[config.mk]
export PLATFORM = sky130hd
export DESIGN_NAME = scsi_host_regs
export DESIGN_NICKNAME = d
export VERILOG_FILES = /design/src/rtl/scsi_hr_pkg.sv /design/src/rtl/scsi_hr_msb_enc.sv /design/src/rtl/scsi_hr_ctrl.sv /design/src/rtl/scsi_hr_status.sv /design/src/rtl/scsi_host_regs.sv
export SDC_FILE = /design/constraint.sdc
export NUM_CORES = 1
export LEC_CHECK = 0
export ABC_AREA = 1
export BUFFER_PORTS_ARGS = -buffer_cell sky130_fd_sc_hd__buf_2
export CAP_MARGIN = 20
export CELL_PAD_IN_SITES_DETAIL_PLACEMENT = 0
export CELL_PAD_IN_SITES_GLOBAL_PLACEMENT = 1
export CORE_ASPECT_RATIO = 1.25
export CORE_MARGIN = 2
export CORE_UTILIZATION = 36
export CTS_CLUSTER_DIAMETER = 60
export CTS_CLUSTER_SIZE = 40
export DETAILED_ROUTE_END_ITERATION = 10
export PLACE_DENSITY_LB_ADDON = 0.12
export SLEW_MARGIN = 30
export SYNTH_ARGS = -nofsm -noshare
export SYNTH_HDL_FRONTEND = slang
export SYNTH_SLANG_ARGS = --single-unit
[constraint.sdc]
create_clock -name clk_i -period 1.15 [get_ports clk_i]
set_input_delay 0.115 -clock clk_i [delete_from_list [all_inputs] [get_ports clk_i]]
set_output_delay 0.115 -clock clk_i [all_outputs]
set_load 0.005 [all_outputs]
[src/rtl/scsi_hr_pkg.sv]
package scsi_hr_pkg;
  localparam int unsigned DW = 8;
  localparam int unsigned AW = 3;

  localparam logic [AW-1:0] A_DATA   = 3'd0;
  localparam logic [AW-1:0] A_ICMD   = 3'd1;
  localparam logic [AW-1:0] A_MODE   = 3'd2;
  localparam logic [AW-1:0] A_TCMD   = 3'd3;
  localparam logic [AW-1:0] A_SELBUS = 3'd4;
  localparam logic [AW-1:0] A_DSEND  = 3'd5;
  localparam logic [AW-1:0] A_INDATA = 3'd6;
  localparam logic [AW-1:0] A_DRECV  = 3'd7;

  // initiator command bits
  localparam int unsigned IC_DOE  = 0;
  localparam int unsigned IC_ATN  = 1;
  localparam int unsigned IC_SEL  = 2;
  localparam int unsigned IC_BSY  = 3;
  localparam int unsigned IC_ACK  = 4;
  localparam int unsigned IC_LOST = 5;
  localparam int unsigned IC_AIP  = 6;

  // mode bits
  localparam int unsigned MD_ARB  = 0;
  localparam int unsigned MD_DMA  = 1;
  localparam int unsigned MD_MBSY = 2;
  localparam int unsigned MD_EOPI = 3;

  typedef enum logic [1:0] {
    DMA_IDLE  = 2'd0,
    DMA_SEND  = 2'd1,
    DMA_IRECV = 2'd2
  } dma_state_e;
endpackage

[src/rtl/scsi_hr_msb_enc.sv]
module scsi_hr_msb_enc #(
  parameter int unsigned N = 7,
  localparam int unsigned W = (N > 1) ? $clog2(N) : 1
) (
  input  logic [N-1:0] vec_i,
  output logic [W-1:0] idx_o,
  output logic         any_o
);
  always_comb begin
    idx_o = '0;
    for (int i = 0; i < N; i++) begin
      if (vec_i[i]) idx_o = W'(i);
    end
  end

  assign any_o = |vec_i;
endmodule

[src/rtl/scsi_hr_ctrl.sv]
module scsi_hr_ctrl
  import scsi_hr_pkg::*;
#(
  parameter int unsigned ID_N = DW - 1,
  localparam int unsigned ID_W = $clog2(ID_N)
) (
  input  logic          clk_i,
  input  logic          rst_ni,
  input  logic [AW-1:0] addr_i,
  input  logic          wr_i,
  input  logic          rd_i,
  input  logic [DW-1:0] wdata_i,
  input  logic          eop_i,
  input  logic          mismatch_i,
  output logic [DW-1:0] odata_o,
  output logic [6:0]    icmd_o,
  output logic [DW-1:0] mode_o,
  output logic [3:0]    tcmd_o,
  output logic          lbs_o,
  output logic [DW-1:0] sel_en_o,
  output dma_state_e    dma_state_o,
  output logic          int_o,
  output logic          end_o,
  output logic [ID_W-1:0] tid_o,
  output logic          tid_vld_o
);
  logic          wr_data, wr_icmd, wr_mode, wr_tcmd, wr_sel, wr_send, wr_recv;
  logic          rd_clr, rd_bas, dma_off, arb_rise, sel_to_bsy, eop_act;
  logic [ID_W-1:0] enc_idx;
  logic          enc_any;

  assign wr_data  = wr_i && addr_i == A_DATA;
  assign wr_icmd  = wr_i && addr_i == A_ICMD;
  assign wr_mode  = wr_i && addr_i == A_MODE;
  assign wr_tcmd  = wr_i && addr_i == A_TCMD;
  assign wr_sel   = wr_i && addr_i == A_SELBUS;
  assign wr_send  = wr_i && addr_i == A_DSEND;
  assign wr_recv  = wr_i && addr_i == A_DRECV;
  assign rd_clr   = rd_i && addr_i == A_DRECV;
  assign rd_bas   = rd_i && addr_i == A_DSEND;
  assign dma_off  = wr_mode && !wdata_i[MD_DMA];
  assign arb_rise = wr_mode && wdata_i[MD_ARB] && !mode_o[MD_ARB];
  assign sel_to_bsy = wr_icmd && wdata_i[IC_BSY] && wdata_i[IC_SEL] &&
                      icmd_o[IC_SEL] && !icmd_o[IC_BSY];
  assign eop_act  = eop_i && mode_o[MD_DMA];

  scsi_hr_msb_enc #(.N(ID_N)) u_enc (
    .vec_i (odata_o[ID_N-1:0]),
    .idx_o (enc_idx),
    .any_o (enc_any)
  );

  always_ff @(posedge clk_i or negedge rst_ni) begin
    if (!rst_ni) begin
      odata_o  <= '0;
      sel_en_o <= '0;
      tcmd_o   <= '0;
    end else begin
      if (wr_data) odata_o  <= wdata_i;
      if (wr_sel)  sel_en_o <= wdata_i;
      if (wr_tcmd) tcmd_o   <= wdata_i[3:0];
    end
  end

  always_ff @(posedge clk_i or negedge rst_ni) begin
    if (!rst_ni) begin
      icmd_o <= '0;
    end else if (wr_icmd) begin
      icmd_o <= wdata_i[6:0];
    end else if (arb_rise) begin
      icmd_o[IC_LOST] <= 1'b0;
      icmd_o[IC_AIP]  <= 1'b1;
    end
  end

  always_ff @(posedge clk_i or negedge rst_ni) begin
    if (!rst_ni) begin
      tid_o     <= '0;
      tid_vld_o <= 1'b0;
    end else if (sel_to_bsy) begin
      tid_o     <= enc_idx;
      tid_vld_o <= enc_any;
    end
  end

  always_ff @(posedge clk_i or negedge rst_ni) begin
    if (!rst_ni) begin
      mode_o      <= '0;
      dma_state_o <= DMA_IDLE;
      lbs_o       <= 1'b0;
      end_o       <= 1'b0;
    end else begin
      if (wr_mode) mode_o <= wdata_i;
      if (dma_off) begin
        dma_state_o <= DMA_IDLE;
        lbs_o       <= 1'b0;
        end_o       <= 1'b0;
      end else begin
        if (wr_send) dma_state_o <= DMA_SEND;
        if (wr_recv) dma_state_o <= DMA_IRECV;
        if (eop_act) begin
          end_o <= 1'b1;
          if (dma_state_o == DMA_SEND) lbs_o <= 1'b1;
        end
      end
    end
  end

  // set beats clear
  always_ff @(posedge clk_i or negedge rst_ni) begin
    if (!rst_ni) int_o <= 1'b0;
    else if ((rd_bas && mismatch_i) || (eop_act && mode_o[MD_EOPI])) int_o <= 1'b1;
    else if (rd_clr) int_o <= 1'b0;
  end

  assert_int_clear_R12: assert property (@(posedge clk_i) disable iff (!rst_ni)
    rd_clr && !(eop_i && mode_o[MD_DMA] && mode_o[MD_EOPI]) |=> !int_o);
  assert_dma_off_R9: assert property (@(posedge clk_i) disable iff (!rst_ni)
    wr_i && addr_i == A_MODE && !wdata_i[MD_DMA] |=> dma_state_o == DMA_IDLE && !lbs_o && !end_o);
  assert_arb_rise_R6: assert property (@(posedge clk_i) disable iff (!rst_ni)
    wr_i && addr_i == A_MODE && wdata_i[MD_ARB] && !mode_o[MD_ARB] |=> icmd_o[IC_AIP] && !icmd_o[IC_LOST]);
  assert_flags_need_dma_R13: assert property (@(posedge clk_i) disable iff (!rst_ni)
    (lbs_o || end_o) |-> mode_o[MD_DMA]);
  assert_dma_start_R8: assert property (@(posedge clk_i) disable iff (!rst_ni)
    wr_i && addr_i == A_DSEND |=> dma_state_o == DMA_SEND);
  assert_tid_hold_R5: assert property (@(posedge clk_i) disable iff (!rst_ni)
    !(wr_i && addr_i == A_ICMD) |=> $stable(tid_o) && $stable(tid_vld_o));
endmodule

[src/rtl/scsi_hr_status.sv]
module scsi_hr_status
  import scsi_hr_pkg::*;
(
  input  logic [AW-1:0] addr_i,
  input  logic [DW-1:0] odata_i,
  input  logic [6:0]    icmd_i,
  input  logic [DW-1:0] mode_i,
  input  logic [3:0]    tcmd_i,
  input  logic          lbs_i,
  input  logic          int_i,
  input  logic          end_i,
  input  logic [DW-1:0] bus_data_i,
  input  logic          bus_rst_i,
  input  logic          bus_bsy_i,
  input  logic          bus_sel_i,
  input  logic          bus_req_i,
  input  logic          bus_ack_i,
  input  logic          bus_msg_i,
  input  logic          bus_cd_i,
  input  logic          bus_io_i,
  output logic [DW-1:0] rdata_o,
  output logic          mismatch_o
);
  logic [2:0]    phase;
  logic          phase_ok, drq;
  logic [DW-1:0] bus_byte, bas_byte;

  assign phase      = {bus_msg_i, bus_cd_i, bus_io_i};
  assign phase_ok   = phase == tcmd_i[2:0];
  assign drq        = bus_req_i && mode_i[MD_DMA];
  assign mismatch_o = drq && !phase_ok;

  assign bus_byte = {bus_rst_i, bus_bsy_i, bus_req_i, bus_msg_i,
                     bus_cd_i, bus_io_i, bus_sel_i, 1'b0};
  assign bas_byte = {end_i, drq, 1'b0, int_i, phase_ok,
                     !bus_bsy_i && mode_i[MD_MBSY], 1'b0, bus_ack_i};

  always_comb begin
    unique case (addr_i)
      A_DATA:   rdata_o = icmd_i[IC_DOE] ? odata_i : bus_data_i;
      A_ICMD:   rdata_o = {1'b0, icmd_i};
      A_MODE:   rdata_o = mode_i;
      A_TCMD:   rdata_o = {lbs_i, 3'b000, tcmd_i};
      A_SELBUS: rdata_o = bus_byte;
      A_DSEND:  rdata_o = bas_byte;
      A_INDATA: rdata_o = bus_data_i;
      default:  rdata_o = '1;
    endcase
  end
endmodule

[src/rtl/scsi_host_regs.sv]
module scsi_host_regs
  import scsi_hr_pkg::*;
#(
  parameter int unsigned ID_N = DW - 1,
  localparam int unsigned ID_W = $clog2(ID_N)
) (
  input  logic            clk_i,
  input  logic            rst_ni,
  input  logic [AW-1:0]   addr_i,
  input  logic            wr_i,
  input  logic            rd_i,
  input  logic [DW-1:0]   wdata_i,
  output logic [DW-1:0]   rdata_o,
  input  logic [DW-1:0]   bus_data_i,
  input  logic            bus_rst_i,
  input  logic            bus_bsy_i,
  input  logic            bus_sel_i,
  input  logic            bus_req_i,
  input  logic            bus_ack_i,
  input  logic            bus_msg_i,
  input  logic            bus_cd_i,
  input  logic            bus_io_i,
  input  logic            eop_i,
  output logic [DW-1:0]   bus_data_o,
  output logic            bus_data_oe_o,
  output logic            bus_atn_o,
  output logic            bus_sel_o,
  output logic            bus_bsy_o,
  output logic            bus_ack_o,
  output logic            bus_io_o,
  output logic            bus_cd_o,
  output logic            bus_msg_o,
  output logic            bus_req_o,
  output logic            bus_arb_o,
  output logic [DW-1:0]   sel_enable_o,
  output logic [ID_W-1:0] target_id_o,
  output logic            target_vld_o,
  output logic [1:0]      dma_state_o,
  output logic            irq_o
);
  logic [DW-1:0] odata, mode;
  logic [6:0]    icmd;
  logic [3:0]    tcmd;
  logic          lbs, int_flag, end_flag, mismatch;
  dma_state_e    dma_state;

  scsi_hr_ctrl #(.ID_N(ID_N)) u_ctrl (
    .clk_i       (clk_i),
    .rst_ni      (rst_ni),
    .addr_i      (addr_i),
    .wr_i        (wr_i),
    .rd_i        (rd_i),
    .wdata_i     (wdata_i),
    .eop_i       (eop_i),
    .mismatch_i  (mismatch),
    .odata_o     (odata),
    .icmd_o      (icmd),
    .mode_o      (mode),
    .tcmd_o      (tcmd),
    .lbs_o       (lbs),
    .sel_en_o    (sel_enable_o),
    .dma_state_o (dma_state),
    .int_o       (int_flag),
    .end_o       (end_flag),
    .tid_o       (target_id_o),
    .tid_vld_o   (target_vld_o)
  );

  scsi_hr_status u_stat (
    .addr_i     (addr_i),
    .odata_i    (odata),
    .icmd_i     (icmd),
    .mode_i     (mode),
    .tcmd_i     (tcmd),
    .lbs_i      (lbs),
    .int_i      (int_flag),
    .end_i      (end_flag),
    .bus_data_i (bus_data_i),
    .bus_rst_i  (bus_rst_i),
    .bus_bsy_i  (bus_bsy_i),
    .bus_sel_i  (bus_sel_i),
    .bus_req_i  (bus_req_i),
    .bus_ack_i  (bus_ack_i),
    .bus_msg_i  (bus_msg_i),
    .bus_cd_i   (bus_cd_i),
    .bus_io_i   (bus_io_i),
    .rdata_o    (rdata_o),
    .mismatch_o (mismatch)
  );

  assign bus_data_o    = odata;
  assign bus_data_oe_o = icmd[IC_DOE];
  assign bus_atn_o     = icmd[IC_ATN];
  assign bus_sel_o     = icmd[IC_SEL];
  assign bus_bsy_o     = icmd[IC_BSY];
  assign bus_ack_o     = icmd[IC_ACK];
  assign bus_io_o      = tcmd[0];
  assign bus_cd_o      = tcmd[1];
  assign bus_msg_o     = tcmd[2];
  assign bus_req_o     = tcmd[3];
  assign bus_arb_o     = mode[MD_ARB];
  assign dma_state_o   = dma_state;
  assign irq_o         = int_flag;

  assert_mismatch_irq_R12: assert property (@(posedge clk_i) disable iff (!rst_ni)
    rd_i && addr_i == A_DSEND && bus_req_i && mode[MD_DMA] &&
    {bus_msg_i, bus_cd_i, bus_io_i} != tcmd[2:0] |=> irq_o);
  assert_undef_read_R2: assert property (@(posedge clk_i) disable iff (!rst_ni)
    addr_i == A_DRECV |-> rdata_o == 8'hFF);
  assert_drq_R11: assert property (@(posedge clk_i) disable iff (!rst_ni)
    addr_i == A_DSEND && rdata_o[6] |-> bus_req_i);
endmodule

==> results by group <==
GRT
  – Largest net degree at the start of global routing: 34
  – First-pass GRT wire length: 11,700 µm
  – Initial antenna violation count: 0
  – Gr ovfl total: 0
  – Vias in the first global route: 2,304
  – GRT Overall Usage: 0.211

Clock tree
  – CTS root buffer: clkbuf_8
  – CTS sink count: 44
  – Inserted Clock Buffers: 5
  – H-tree depth: 2
  – CTS tree: built
  – Clock-pin slew on the worst setup and hold paths: 90 ps
  – Clock Latency Late Sink: 300 ps
  – Clk buf depth: 2

Floorplanning
  – Die Span Y: 95.0 µm
  – Rows: 33
  – Die ar.: 7300 µm²
  – Core box area: 6480 µm²
  – Die Wd: 76.8 µm
  – Starting Density: 0.368
  – Top-level I/O count: 73

Final layout
  – Inserted Diodes: 0
  – Share of cells above drive strength 1: 0.326
  – Nets: 466
  – Final std cells w/o fill: 522
  – Synthesis-to-layout area growth: 34.2%

Worst hold path
  – Hold_sp: wdata_i[5]
  – Hold Crit Class: in2reg
  – Hold Crit Depth: 3
  – Sink of the worst hold path: u_ctrl.icmd_o[5]

Synthesis
  – Main flop type after synthesis: dfrtp_1
  – Top post-synthesis cells by area: dfrtp_1 (46%), nand2_1 (22%), o21ai_1 (5.5%)
  – Register area share after synthesis: 0.461
  – Number of flops mapped to enable cells by yosys: 0
  – FFs w/ async S/R, synth: 1.00
  – Most instantiated cells after synthesis: nand2_1 (139), dfrtp_1 (44), inv_1 (28), o21ai_1 (26), nor2_1 (23)
  – Cells after synthesis: 336
  – Syn Area/Cell: 7.11 µm²
  – Cell variety after synth: 23
  – Synth Net Count: 368
  – Most common cell in the synthesized netlist: nand2_1
  – Syn Std Cell Area: 2390 µm²
  – Top cell type by total area after synthesis: dfrtp_1
  – Yosys reg bits: 44
  – Synthesis warning total: 0
  – Post-synth top area share: 0.461

Place
  – I/O Buffers: 72
  – Post-Place Cells: 511
  – Routability Congestion: 0.853
  – Dpl hpwl: 5870 µm

Detailed routing
  – Routed vias/inst: 4.60
  – Wirelength per Cell: 14.1 µm
  – Drc violations: 0
  – Detail Route Antenna Nets: 0
  – Final WL: 7350 µm
  – Vias: 2,402
  – Drt initial violations: 105
  – Drt pass-1 iters: 5

Outcome
  – Outcome: finished, violations left
  – Failing checks: setup timing

Power and ir drop
  – Logic pwr share: 0.291
  – Switching share of power: 0.319
  – Switching Power: 1.49 mW
  – Total Power: 4.69 mW
  – Pint: 3.20 mW
  – VDD IR max: 0.000800 V
  – Power per cell area: 1460 nW/µm²
  – Static Leak: 1.79 nW
  – Clock network fraction of total power: 0.266
  – Reg power frac: 0.442

Setup path
  – Worst reg2reg startpoint: u_ctrl.icmd_o[2]
  – FF-to-FF setup slack: 60 ps
  – Crit end category: output port
  – FF-to-FF path depth: 4
  – Reg2reg end: u_ctrl.tid_o[1]
  – Crit path DAT: 1480 ps
  – Crit-path max FO: 7
  – Startpoint types: register
  – Critical setup path kind: reg2out
  – Req. time, crit path: 1030 ps

STA
  – Slew at the pin with the worst max-slew slack: 321 ps
  – Final setup viols: 9
  – Final period util: 1.39
  – Slew headroom: 0.786
  – Max Slew Vio Count: 0
  – Final min period: 1600 ps
  – FMAX: 625 MHz
  – RSZ-0062 raised after global routing: yes
  – Clock skew: 7.48 ps
  – Final hold viol count: 0
  – Fin worst setup slack: -450 ps

Run
  – Max-cap viol count: 0
-- worst max-delay path: stages (launching register included) --
cell     delay (ps)
dfrtp_1         410
buf_6           150
buf_4           150
nand2_4          50
a21oi_2          50
nor3_2          170
nand2_1          80
buf_2           130
-- sequential cells by signal, indices dropped and copies added, names as in the netlist --
register and count:
u_ctrl.mode_o 8, u_ctrl.odata_o 8, u_ctrl.sel_en_o 8, u_ctrl.icmd_o 7
u_ctrl.tcmd_o 4, u_ctrl.tid_o 3, u_ctrl.dma_state_o 2, u_ctrl.end_o 1
u_ctrl.int_o 1, u_ctrl.lbs_o 1, u_ctrl.tid_vld_o 1
-- worst max path at each step --
stage | start | endpoint | slack, ps
after floorplan | u_ctrl.icmd_o[0] | rdata_o[0] | 30
final | u_ctrl.icmd_o[0] | rdata_o[5] | -450
after global routing | u_ctrl.icmd_o[0] | rdata_o[0] | -510
after detailed placement | u_ctrl.icmd_o[0] | rdata_o[4] | -60
after global placement | u_ctrl.icmd_o[0] | rdata_o[6] | -60
after CTS | u_ctrl.icmd_o[0] | rdata_o[4] | -390
-- cells in the final DEF (no fill, tap or decap), types with 8 or more instances in the layout --
master and n:
nand2_1 134, buf_2 71, dfrtp_1 43, o21ai_1 28
inv_1 26, nor2_1 22, buf_4 20, inv_2 12
o21ai_0 12, nand2_2 9, nand3_1 8
-- power groups by stage --
| stage | clock network (mW) | logic (mW) | registers, mW |
|---|---|---|---|
| after floorplan | 0 | 0.610 | 2.09 |
| after CTS | 1.29 | 1.34 | 2.06 |
| after global routing | 1.37 | 1.55 | 2.12 |
| final | 1.25 | 1.37 | 2.08 |
| after global placement | 0 | 1.28 | 2.09 |
| after detailed placement | 0 | 1.30 | 2.09 |
-- repair_timing --
action | CTS | global route
hold buffers | 1 | 0
hold endpoints to repair | 11 | 0
buffers inserted | 1 | 1
endpoints found under the setup margin | 8 | 13
pin swaps | 5 | 7
resized for setup | 9 | 12
cloned | 0 | 0
-- logic make-up after synthesis --
logic type / after synthesis / share of synthesized area
AOI/OAI and AO/OA: 52 / 0.111
and+or+nand+nor: 194 / 0.342
DFF: 44 / 0.461
buffers and inverters: 44 / 0.0786
xor gates and xnor gates: 2 / 0.00734
-- per-stage QoR --
stage	instance area, µm²	utilization	setup TNS (ps)	hold WS, ps	setup slack, ps
floorplan	2390	-	0	-181	31.2
global placement	3000	0.463	-321	14.2	-57.6
detailed placement	3000	0.463	-498	19.4	-64.7
CTS	3150	0.487	-2710	32.1	-385
global route	3200	0.494	-3690	37.0	-508
finish	3200	0.494	-2770	43.0	-450
-- metal layers --
metal / vias to the layer above / part of all wire / wire length (µm) / global-route usage
li1: 1246 / - / - / -
met5: - / 0 / 0 / 0
met2: 59 / 0.49 / 3640 / 0.365
met1: 1087 / 0.45 / 3290 / 0.268
met3: 10 / 0.040 / 291 / 0.0360
met4: 0 / 0.018 / 136 / 0.0712
-- area by class of cell --
| class | count | area (µm²) |
|---|---|---|
| clock buffer | 6 | 82.6 |
| multi-input combinational | 248 | 1140 |
| tap | 87 | 109 |
| clock inverter | 2 | 38.8 |
| sequential | 44 | 1100 |
| fill | 705 | 3280 |
| inverter | 39 | 149 |
| timing repair buffer | 96 | 578 |
Note: power is estimated with default switching activity, not from simulation.
